### src/rtl/pwin_pkg.sv
package pwin_pkg;
  localparam int ADDR_W    = 32;
  localparam int GRAN_BITS = 20;
  localparam int FIELD_W   = ADDR_W - GRAN_BITS;
  localparam int FIELD_LSB = 4;
  localparam int REG_W     = 16;

  typedef enum logic [1:0] {
    SEL_BASE  = 2'd0,
    SEL_LIMIT = 2'd1,
    SEL_CTRL  = 2'd2
  } cfg_sel_e;

  typedef enum logic {
    SIDE_PRI = 1'b0,
    SIDE_SEC = 1'b1
  } side_e;

  typedef struct packed {
    logic [FIELD_W-1:0] base;
    logic [FIELD_W-1:0] limit;
    logic               mem_en;
    logic               vid_en;
  } win_cfg_t;
endpackage

### src/rtl/pwin_cfg_regs.sv
module pwin_cfg_regs
  import pwin_pkg::*;
#(
  parameter int FW  = FIELD_W,
  parameter int LSB = FIELD_LSB,
  parameter int RW  = REG_W
) (
  input  logic          clk,
  input  logic          rst_n,
  input  logic          we,
  input  logic [1:0]    sel,
  input  logic [RW-1:0] wdata,
  output logic [RW-1:0] rdata,
  output logic [FW-1:0] base,
  output logic [FW-1:0] limit,
  output logic          mem_en,
  output logic          vid_en
);
  localparam int TOP = LSB + FW - 1;

  always_ff @(posedge clk) begin
    if (!rst_n) begin
      base   <= '0;
      limit  <= '0;
      mem_en <= 1'b0;
      vid_en <= 1'b0;
    end else if (we) begin
      case (sel)
        SEL_BASE:  base  <= wdata[TOP:LSB];
        SEL_LIMIT: limit <= wdata[TOP:LSB];
        SEL_CTRL: begin
          mem_en <= wdata[0];
          vid_en <= wdata[1];
        end
        default: ;
      endcase
    end
  end

  always_comb begin
    rdata = '0;
    case (sel)
      SEL_BASE:  rdata[TOP:LSB] = base;
      SEL_LIMIT: rdata[TOP:LSB] = limit;
      SEL_CTRL:  rdata[1:0]     = {vid_en, mem_en};
      default:   rdata          = '0;
    endcase
  end

  assert_limit_write_R1: assert property (@(posedge clk) disable iff (!rst_n)
    (we && sel == SEL_LIMIT) |=> limit == $past(wdata[TOP:LSB]));
  assert_base_write_R1: assert property (@(posedge clk) disable iff (!rst_n)
    (we && sel == SEL_BASE) |=> base == $past(wdata[TOP:LSB]));
endmodule

### src/rtl/pwin_range_cmp.sv
module pwin_range_cmp
  import pwin_pkg::*;
#(
  parameter int AW = ADDR_W,
  parameter int GB = GRAN_BITS,
  parameter logic [AW-1:0] VID_LO = 32'h000A_0000,
  parameter logic [AW-1:0] VID_HI = 32'h000B_FFFF
) (
  input  logic [AW-1:0]    addr,
  input  logic [AW-GB-1:0] base,
  input  logic [AW-GB-1:0] limit,
  output logic             win_ok,
  output logic             win_hit,
  output logic             vid_hit
);
  logic [AW-GB-1:0] page;
  assign page    = addr[AW-1:GB];
  assign win_ok  = (limit >= base);
  assign win_hit = win_ok && (page >= base) && (page <= limit);
  assign vid_hit = (addr >= VID_LO) && (addr <= VID_HI);
endmodule

### src/rtl/pwin_fwd_decoder.sv
module pwin_fwd_decoder
  import pwin_pkg::*;
#(
  parameter int AW = ADDR_W,
  parameter int RW = REG_W
) (
  input  logic          clk,
  input  logic          rst_n,
  input  logic          cfg_we,
  input  logic [1:0]    cfg_sel,
  input  logic [RW-1:0] cfg_wdata,
  output logic [RW-1:0] cfg_rdata,
  input  logic          req_valid,
  output logic          req_ready,
  input  logic [AW-1:0] req_addr,
  input  logic          req_side,
  output logic          dec_valid,
  input  logic          dec_ready,
  output logic          dec_fwd,
  output logic          dec_side
);
  localparam int FW = AW - GRAN_BITS;

  win_cfg_t cfg;
  logic win_ok, win_hit, vid_hit, fwd_next, req_fire;

  pwin_cfg_regs #(.FW(FW), .LSB(FIELD_LSB), .RW(RW)) u_regs (
    .clk(clk), .rst_n(rst_n), .we(cfg_we), .sel(cfg_sel),
    .wdata(cfg_wdata), .rdata(cfg_rdata),
    .base(cfg.base), .limit(cfg.limit),
    .mem_en(cfg.mem_en), .vid_en(cfg.vid_en)
  );

  pwin_range_cmp #(.AW(AW), .GB(GRAN_BITS)) u_cmp (
    .addr(req_addr), .base(cfg.base), .limit(cfg.limit),
    .win_ok(win_ok), .win_hit(win_hit), .vid_hit(vid_hit)
  );

  always_comb begin
    if (!cfg.mem_en)                 fwd_next = 1'b0;
    else if (cfg.vid_en && vid_hit)  fwd_next = (req_side == SIDE_PRI);
    else if (!win_ok)                fwd_next = 1'b0;
    else if (req_side == SIDE_PRI)   fwd_next = win_hit;
    else                             fwd_next = !win_hit;
  end

  assign req_ready = !dec_valid || dec_ready;
  assign req_fire  = req_valid && req_ready;

  always_ff @(posedge clk) begin
    if (!rst_n) begin
      dec_valid <= 1'b0;
      dec_fwd   <= 1'b0;
      dec_side  <= 1'b0;
    end else if (req_fire) begin
      dec_valid <= 1'b1;
      dec_fwd   <= fwd_next;
      dec_side  <= req_side;
    end else if (dec_ready) begin
      dec_valid <= 1'b0;
    end
  end

  assert_result_due_R9: assert property (@(posedge clk) disable iff (!rst_n)
    req_fire |=> dec_valid && dec_side == $past(req_side));
  assert_stall_hold_R10: assert property (@(posedge clk) disable iff (!rst_n)
    (dec_valid && !dec_ready) |=> dec_valid && $stable(dec_fwd) && $stable(dec_side));
  assert_disabled_quiet_R7: assert property (@(posedge clk) disable iff (!rst_n)
    (req_fire && !cfg.mem_en) |=> !dec_fwd);
  assert_video_block_R6: assert property (@(posedge clk) disable iff (!rst_n)
    (req_fire && req_side && cfg.vid_en && vid_hit) |=> !dec_fwd);
endmodule

### config.mk
export PLATFORM = sky130hd
export DESIGN_NAME = pwin_fwd_decoder
export DESIGN_NICKNAME = d
export VERILOG_FILES = /design/src/rtl/pwin_pkg.sv /design/src/rtl/pwin_cfg_regs.sv /design/src/rtl/pwin_range_cmp.sv /design/src/rtl/pwin_fwd_decoder.sv
export SDC_FILE = /design/constraint.sdc
export NUM_CORES = 1
export LEC_CHECK = 0
export BUFFER_PORTS_ARGS = -buffer_cell sky130_fd_sc_hd__buf_4
export CORE_ASPECT_RATIO = 0.9
export CORE_MARGIN = 4
export CORE_UTILIZATION = 51
export DETAILED_ROUTE_END_ITERATION = 10
export GPL_ROUTABILITY_DRIVEN = 0
export PLACE_DENSITY = 0.81
export SETUP_SLACK_MARGIN = 0.5
export SLEW_MARGIN = 10
export SYNTH_ARGS = -nofsm -noshare
export SYNTH_HDL_FRONTEND = slang
export SYNTH_HIERARCHICAL = 1
export SYNTH_SLANG_ARGS = --single-unit
### constraint.sdc
create_clock -name clk -period 2.5 [get_ports clk]
set_input_delay 0.25 -clock clk [delete_from_list [all_inputs] [get_ports clk]]
set_output_delay 0.25 -clock clk [all_outputs]
set_load 0.03 [all_outputs]
# Word level (Yosys, flattened, before mapping)
# Index checks and enable logic that the tools add are counted.
dict set report classes {
  magnitude_cmp 5
  n_eq_ne 2
  n_mux 8
  bitwise_logic 1
  n_reduce_logical 13
}
# op count
set op_table {}
lappend op_table {{$ge 32x20->1 const B} 1}
lappend op_table {{$le 32x20->1 const B} 1}
lappend op_table {{$ge 12x12->1} 2}
lappend op_table {{$pmux 12 s2} 1}
lappend op_table {{$le 12x12->1} 1}
lappend op_table {{$mux 1} 6}
lappend op_table {{$reduce_and 2->1} 3}
lappend op_table {{$logic_and 1x1->1} 5}
lappend op_table {{$eq 2x1->1 const B} 1}
lappend op_table {{$eq 2x2->1 const B} 1}
lappend op_table {{$logic_not 1->1} 2}
lappend op_table {{$logic_not 2->1} 1}
lappend op_table {{$mux 2} 1}
lappend op_table {{$reduce_bool 2->1} 1}
lappend op_table {{$logic_or 1x1->1} 1}
lappend op_table {{$not 1->1} 1}
dict set report totals {
  ff_bits 29
  elab_cells 36
}

# Longest topological paths before layout
# Gate-level depths: netlist (run 1).
dict set report logic_depth {
  word_depth 8
  depth_mapped 10
  mapped_depth_nobuf 10
}

# By module
# The synthesis (run 1) kept the hierarchy.
# module n_inst cells_per_inst area_per_inst_um2
set modules_own_cells {}
lappend modules_own_cells {pwin_cfg_regs 1 133 1239.9}
lappend modules_own_cells {pwin_range_cmp 1 118 904.6}
lappend modules_own_cells {pwin_fwd_decoder 1 16 153.9}

# Least setup slack after synthesis (run 1)
# Ideal clock, no wire load.
dict set report synth_path {
  path_type {register to register}
  from {register u_regs.base[2]}
  to {register dec_fwd}
  setup_time_ns 0.116
  arrival_ns 1.789
  required_time_ns 2.384
  slack_ns 0.595
  path_stages_with_launch 11
  path_buffers 0
  period_less_slack_ns 1.905
  cell_sequence {dfxtp_1 inv_1 ha_1 a211o_1 a31oi_1 o31ai_1 a21boi_2 a311oi_2 a21oi_1 xnor2_1 a41o_1}
}
dict set report synth_between {
  elab_chain_cells 8
  word_cells_on_any_way 9
  cone_classes {order compare (2); mux (4); reduce/logical (3)}
}
# element line_no
set synth_lines {}
lappend synth_lines {{start, declared} pwin_cfg_regs.sv:14} ;# output logic [FW-1:0] base,
lappend synth_lines {{start signal, assigned} pwin_cfg_regs.sv:29} ;# SEL_BASE: base <= wdata[TOP:LSB];
lappend synth_lines {{$ge 12x12->1 (on tied branches)} {pwin_range_cmp.sv:18, pwin_range_cmp.sv:19}}
lappend synth_lines {{$logic_and 1x1->1 (*) (2 in series)} pwin_range_cmp.sv:19} ;# assign win_hit = win_ok && (page >= base) && (page <= limit);
lappend synth_lines {{via win_hit} pwin_fwd_decoder.sv:25} ;# logic win_ok, win_hit, vid_hit, fwd_next, req_fire;
lappend synth_lines {{$logic_not 1->1} pwin_fwd_decoder.sv:44} ;# else fwd_next = !win_hit;
lappend synth_lines {{$mux 1 (*)} pwin_fwd_decoder.sv:43} ;# else if (req_side == SIDE_PRI) fwd_next = win_hit;
lappend synth_lines {{$mux 1 (*)} pwin_fwd_decoder.sv:42} ;# else if (!win_ok) fwd_next = 1'b0;
lappend synth_lines {{$mux 1 (*)} pwin_fwd_decoder.sv:41} ;# else if (cfg.vid_en && vid_hit) fwd_next = (req_side == SIDE_PRI);
lappend synth_lines {{$mux 1 (*)} pwin_fwd_decoder.sv:40} ;# if (!cfg.mem_en) fwd_next = 1'b0;
lappend synth_lines {{end signal, assigned} pwin_fwd_decoder.sv:57} ;# dec_fwd <= fwd_next;
lappend synth_lines {{end, declared} pwin_fwd_decoder.sv:19} ;# output logic dec_fwd,
# The timed path passes the listed nets; every way through them passes the cells marked *.
# A chain may end at the register's enable or synchronous reset.

# Final worst setup path (run 1)
dict set report layout_path {
  from {register u_regs.base[7]}
  to {register dec_fwd}
}
# Same word-level chain as after synthesis.

==> results of run 1 <==
-- cells by family (layout without fill, tap and decap cells) --
kind of cell / count (synthesis) / in the layout / synth area share, %
AOI/OAI and AO/OA: 37 / 37 / 11.1
xor gates and xnor gates: 1 / 1 / 0.381
adders and majority gates: 36 / 36 / 19.6
buffers and inverters: 39 / 92 / 7.84
DFF: 29 / 29 / 25.3
muxes: 38 / 38 / 16.5
other: 1 / 2 / 0.163
and+or+nand+nor: 86 / 86 / 19.1
-- final timing paths --
| check | startpoint | slack [ps] | endpoint |
|---|---|---|---|
| hold reg to reg | u_regs/base[9] | 470 | u_regs/base[9] |
| setup / recovery | u_regs/base[7] | 460 | dec_fwd |
| hold / removal | cfg_wdata[0] | 230 | u_regs/mem_en |
| setup reg to reg | u_regs/base[7] | 460 | dec_fwd |
-- area by class of cell --
cell class	count	area, um^2
Inverter	28	105
Tap cell	60	75.1
Sequential cell	29	604
Fill cell	341	1250
Multi-Input combinational cell	200	1660
Timing Repair Buffer	57	428
Clock buffer	7	86.3
-- through the flow --
stage / setup WS (ps) / utilization (%) / hold slack (ps) / instance area, um^2
final: 461 / 70.3 / 232 / 2960
after detailed placement: 351 / 64.5 / 468 / 2720
after floorplan: 595 / - / 368 / 2300
after CTS: 491 / 68.2 / 228 / 2870
after global routing: 358 / 70.3 / 235 / 2960
after global placement: 407 / 64.5 / 459 / 2720
-- metal layers --
metal	GRT usage, %	part of all wire (%)	up-vias
li1	-	-	1024
met1	24.9	43	986
met2	36.1	50	59
met3	5.03	5.7	13
met4	8.16	1.6	0
met5	0	0	-
-- cell usage in the layout (no fill, tap or decap), drive strengths merged, types with 3 or more instances in the layout --
master and n:
nor2 17, ha 36, inv 27, nand4 3, nand3 3, a21oi 11, dfxtp 29, clkbuf 7
o21a 3, a21o 5, nand2 46, a21boi 3, o21ai 4, nand2b 3, mux2i 38, and3b 3
buf 57, nor4 3
-- registers in the layout, indices dropped and copies added (netlist names) --
signal         flops
dec_fwd            1
dec_side           1
dec_valid          1
u_regs/base       12
u_regs/limit      12
u_regs/mem_en      1
u_regs/vid_en      1
-- worst reg2reg max path, delay by kind of cell, from the launching register on --
kind,cells,cell delay (ps)
adder cells (fa/ha/maj),1,290
buffers and inverters,1,120
AO/OA/AOI/OAI,5,920
XOR/XNOR,1,130
flip-flops,1,360
AND/OR/NAND/NOR,1,120
-- power groups by stage --
stage | clock network [mW] | registers (mW) | logic [mW]
final | 0.388 | 0.496 | 0.332
after global routing | 0.419 | 0.498 | 0.363
after CTS | 0.395 | 0.496 | 0.309
after detailed placement | 0 | 0.505 | 0.296
after global placement | 0 | 0.504 | 0.285
after floorplan | 0 | 0.504 | 0.192
-- what timing repair did --
action                                  in CTS  in global routing
buffers inserted                             2                  0
pin swaps                                    7                  4
gates resized for setup                     21                 12
endpoints found under the setup margin       1                  1
==> results.toml, run 1 <==
[outcome]
status = "completed"

[layout]
final_cells = 381
syn_to_final_growth_pct = 28.7
nets = 413
drive_gt1_share_pct = 31.2
n_antenna_cell = 0

[setup_path]
r2r_cells = 9
cp.depth = 9
crit_buf_inv = 1
critPathTopFamily = "compound AO/OA/AOI/OAI gates"
critPathRequiredTime_ps = 2670
cpMaxStageDelayCell = "dfxtp_1"
cp_data_arrival_time_ps = 2210
path_cells = "inv_1, ha_4, nand4_1, o31ai_2, a21boi_2, a311oi_2, a21oi_2, xnor2_1, a41o_1"
cpPeakStageDelay_ps = 360
endpoint_kind = "flop"
cp_max_fo = 3
worstSetupPathType = "flop to flop"
cp-start-kind = "flop"

[drt]
dr.pass1.iters = 4
antenna_left = 0
drtIter0Drc = 190
routedWlPerCell_um = 15.7
wirelength_um = 5990
drc_errors = 0
num_vias = 2082
via_per_inst = 5.46

[placed_design]
place_inst = 372
dp_hpwl_um = 4310
io_buffers = 54

[power_and_ir_drop]
switching_power_mw = 0.361
pwr-share-seq_pct = 40.8
ir_drop_uv = 351
pwr-share-clk_pct = 31.9
cell_internal_pwr_mw = 0.856
finalPower_mw = 1.22
power_density_nw_per_um2 = 411
power_frac_comb_pct = 27.3
leakage_nw = 1.38
swShare_pct = 29.7

[synth]
synth_top_area_share_pct = 25.3
syn_avg_cell_area_um2 = 8.61
ys_types = 42
yosys_warnings = 6
ys_ff_latch = 29
netlist_instances = 267
syn_area_um2 = 2300
synth_seq_area_share_pct = 25.3
yosysMostFrequentCell = "nand2_1"
synth.area.top_cells = "dfxtp_1, ha_1, mux2i_1, nand2_1, inv_1"
synth-edff-count = 0
async_flop_share_pct = 0
synth_top_cell_by_area = "dfxtp_1"
yosys-top-cells-count = "nand2_1, mux2i_1, ha_1"
ys.flop_type = "dfxtp_1"

[clock_network]
h-tree-depth = 2
cts_buffers = 5
cts_tree = "done"
cts_hold_buf = 0
clk_latency_ps = 280
clock-root-buffer = "clkbuf_8"
clk_pin_slew_ps = 60
numClockSinks = 29
clockBufferDepth = 2

[timing]
layout_min_cycle_time_ps = 2040
fin_skew_ps = 6.35
rsz0062_at_grt = "true"
fin_tns_setup_ps = 0
finalHoldViolCount = 0
fmax_mhz = 491
slew_viol_final = 0
setup_viol = 0
fin_crit_sh_pct = 81.5

[grt]
grt_pass1_vias = 2048
antenna_found_initial = 0
track_usage_pct = 20.9
grt_pass1_wl_um = 9330
grt_start_max_net_pins = 45
grt-ovfl-total = 0

[floorplanning]
die_area_um2 = 5650
fp.coreArea_um2 = 4210
ios = 76
die_h_um = 71.7
row_count = 22
initial_core_util_pct = 54.6
die_x_um = 78.8

[job]
max_cap_violations = 0

[worst_hold_path]
worstHoldPathCells = 3
hold_class = "primary input to flop"
Note: power is estimated with default switching activity, not from simulation.
==> run 2: changes to the inputs <==
--- a/config.mk
+++ b/config.mk
@@ -8,10 +8,10 @@
 export BUFFER_PORTS_ARGS = -buffer_cell sky130_fd_sc_hd__buf_4
 export CORE_ASPECT_RATIO = 0.9
 export CORE_MARGIN = 4
-export CORE_UTILIZATION = 51
+export CORE_UTILIZATION = 46
 export DETAILED_ROUTE_END_ITERATION = 10
 export GPL_ROUTABILITY_DRIVEN = 0
-export PLACE_DENSITY = 0.81
+export PLACE_DENSITY = 0.77
 export SETUP_SLACK_MARGIN = 0.5
 export SLEW_MARGIN = 10
 export SYNTH_ARGS = -nofsm -noshare
==> constraint.sdc (replaced) <==
create_clock -name clk -period 1.8 [get_ports clk]
set_input_delay 0.18 -clock clk [delete_from_list [all_inputs] [get_ports clk]]
set_output_delay 0.18 -clock clk [all_outputs]
set_load 0.03 [all_outputs]
==> run 2 against run 1 <==
The run now ends with negative setup slack left; clock-buffer cell count is the same; register-to-register slack got worse by 660 ps; critical path depth is 1 higher.
==> results.toml, run 2 (same netlist as run 1, synthesis figures left out) <==
[layout]
nets = 453
syn_to_final_growth_pct = 53.3
most-common-layout-cells = "buf_4, nand2_1, mux2i_1"
finalCoreUtilization_pct = 72.9
largestRegisters = "u_regs/base x12, u_regs/limit x12"
drive_gt1_share_pct = 46.1
final_cell_area_um2 = 3520
final_common_cell = "buf_4"
final_cells = 427
n_antenna_cell = 0

[worst_hold_path]
hold_end = "u_regs/mem_en"
hold_class = "primary input to flop"
min_from = "cfg_wdata[0]"
worstHoldPathCells = 3

[timing]
fin_skew_ps = 1.74
rsz0062_at_grt = "true"
layout_min_cycle_time_ps = 2000
fmax_mhz = 499
final.setup.worst_slack_ps = -203
slew_viol_final = 0
fin_crit_sh_pct = 111
setup_viol = 1
finalHoldViolCount = 0

[setup_path]
r2r_end = "dec_fwd"
critPathRequiredTime_ps = 1980
worstSetupPathType = "flop to flop"
endpoint_kind = "flop"
cpPeakStageDelay_ps = 330
reg2reg_setup_slack_ps = -200
cp-start-kind = "flop"
cp_max_fo = 2
r2r_start = "u_regs/limit[0]"
cp_data_arrival_time_ps = 2180
cpMaxStageDelayCell = "dfxtp_2"
r2r_cells = 10
path_cells = "inv_1, ha_4, nand2b_4, a31oi_2, o31ai_2, a21boi_2, a311oi_2, a21oi_2, xnor2_1, a41o_1"

[floorplanning]
ios = 76
row_count = 24
die_area_um2 = 6190
fp.coreArea_um2 = 4830
initial_core_util_pct = 47.5
die_h_um = 75.1
die_x_um = 82.5

[placed_design]
place_ws_ps = -190
io_buffers = 54
dp_hpwl_um = 4570
placed_area_um2 = 3100
place_inst = 415

[outcome]
violations = "negative setup slack"
status = "finished with violations"

[clock_network]
h-tree-depth = 2
clk_latency_ps = 280
clk_pin_slew_ps = 60
clock-root-buffer = "clkbuf_8"
cts_tree = "done"
numClockSinks = 29
cts_buffers = 5
clockBufferDepth = 2

[power_and_ir_drop]
power_density_nw_per_um2 = 551
power_frac_comb_pct = 28.6
cell_internal_pwr_mw = 1.40
leakage_nw = 1.64
ir_drop_uv = 572
swShare_pct = 28.0
pwr-share-seq_pct = 35.2
switching_power_mw = 0.544
pwr-share-clk_pct = 36.1

[drt]
num_vias = 2241
antenna_left = 0
dr.pass1.iters = 4
via_per_inst = 5.25
wirelength_um = 6700
drc_errors = 0
routedWlPerCell_um = 15.7
drtIter0Drc = 73

[job]
max_cap_violations = 0

[grt]
track_usage_pct = 22.4
grt_pass1_wl_um = 10600
grt_pass1_vias = 2271
grt_start_max_net_pins = 45
grt-ovfl-total = 0
antenna_found_initial = 0
[run 2: repair_timing]
item                       CTS  global route
hold buffers                 0             0
resized for setup           38            29
pin swaps                   18            12
hold endpoints to repair     0             0
setup buffers                4             0
setup endpoints to repair    6            13
[run 2: cell type report]
type | instances | area [um^2]
clock buffer | 7 | 86.3
clock inverter | 1 | 30.0
fill | 348 | 1310
inverter | 28 | 109
multi-input combinational | 200 | 1800
sequential | 29 | 623
tap | 65 | 81.3
timing repair buffer | 97 | 796
[run 2: critical path, delay by kind of cell, from the launching register on]
family	cells	cell delay, ps
AO/OA/AOI/OAI	6	990
XOR/XNOR	1	140
adder cells (fa/ha/maj)	1	270
buffers and inverters	1	60
flip-flops	1	330
AND/OR/NAND/NOR	1	120
[run 2: worst max-delay path by stage]
stage,cells past startpoint,startpoint,slack [ps],end
final,10,u_regs/limit[0],-200,dec_fwd
after global routing,10,u_regs/base[9],-300,dec_fwd
after CTS,10,u_regs/limit[2],-160,dec_fwd
after detailed placement,10,u_regs/limit[2],-190,dec_fwd
after global placement,10,u_regs/base[2],-160,dec_fwd
after floorplan,10,u_regs/limit[0],-20,dec_fwd
[run 2: power by group through the flow]
stage / clock network (mW) / logic, mW / registers (mW)
finish: 0.702 / 0.557 / 0.685
CTS: 0.707 / 0.521 / 0.685
detailed placement: 0 / 0.474 / 0.700
global route: 0.739 / 0.608 / 0.687
floorplan: 0 / 0.281 / 0.703
global placement: 0 / 0.461 / 0.699
[run 2: per-stage QoR]
stage / TNS [ps] / hold slack (ps) / total power [mW]
floorplan: -16.1 / 298 / 0.984
global placement: -156 / 442 / 1.16
detailed placement: -190 / 445 / 1.17
CTS: -158 / 146 / 1.91
global route: -301 / 151 / 2.03
finish: -203 / 148 / 1.94
[run 2: per-layer routing]
layer  up-vias  track usage, %  routed length, um
met1      1042            28.8               2950
met5         -               0                  0
met2        78            38.1               3190
met3        16            4.67                392
li1       1105               -                  -
met4         0            6.35                161
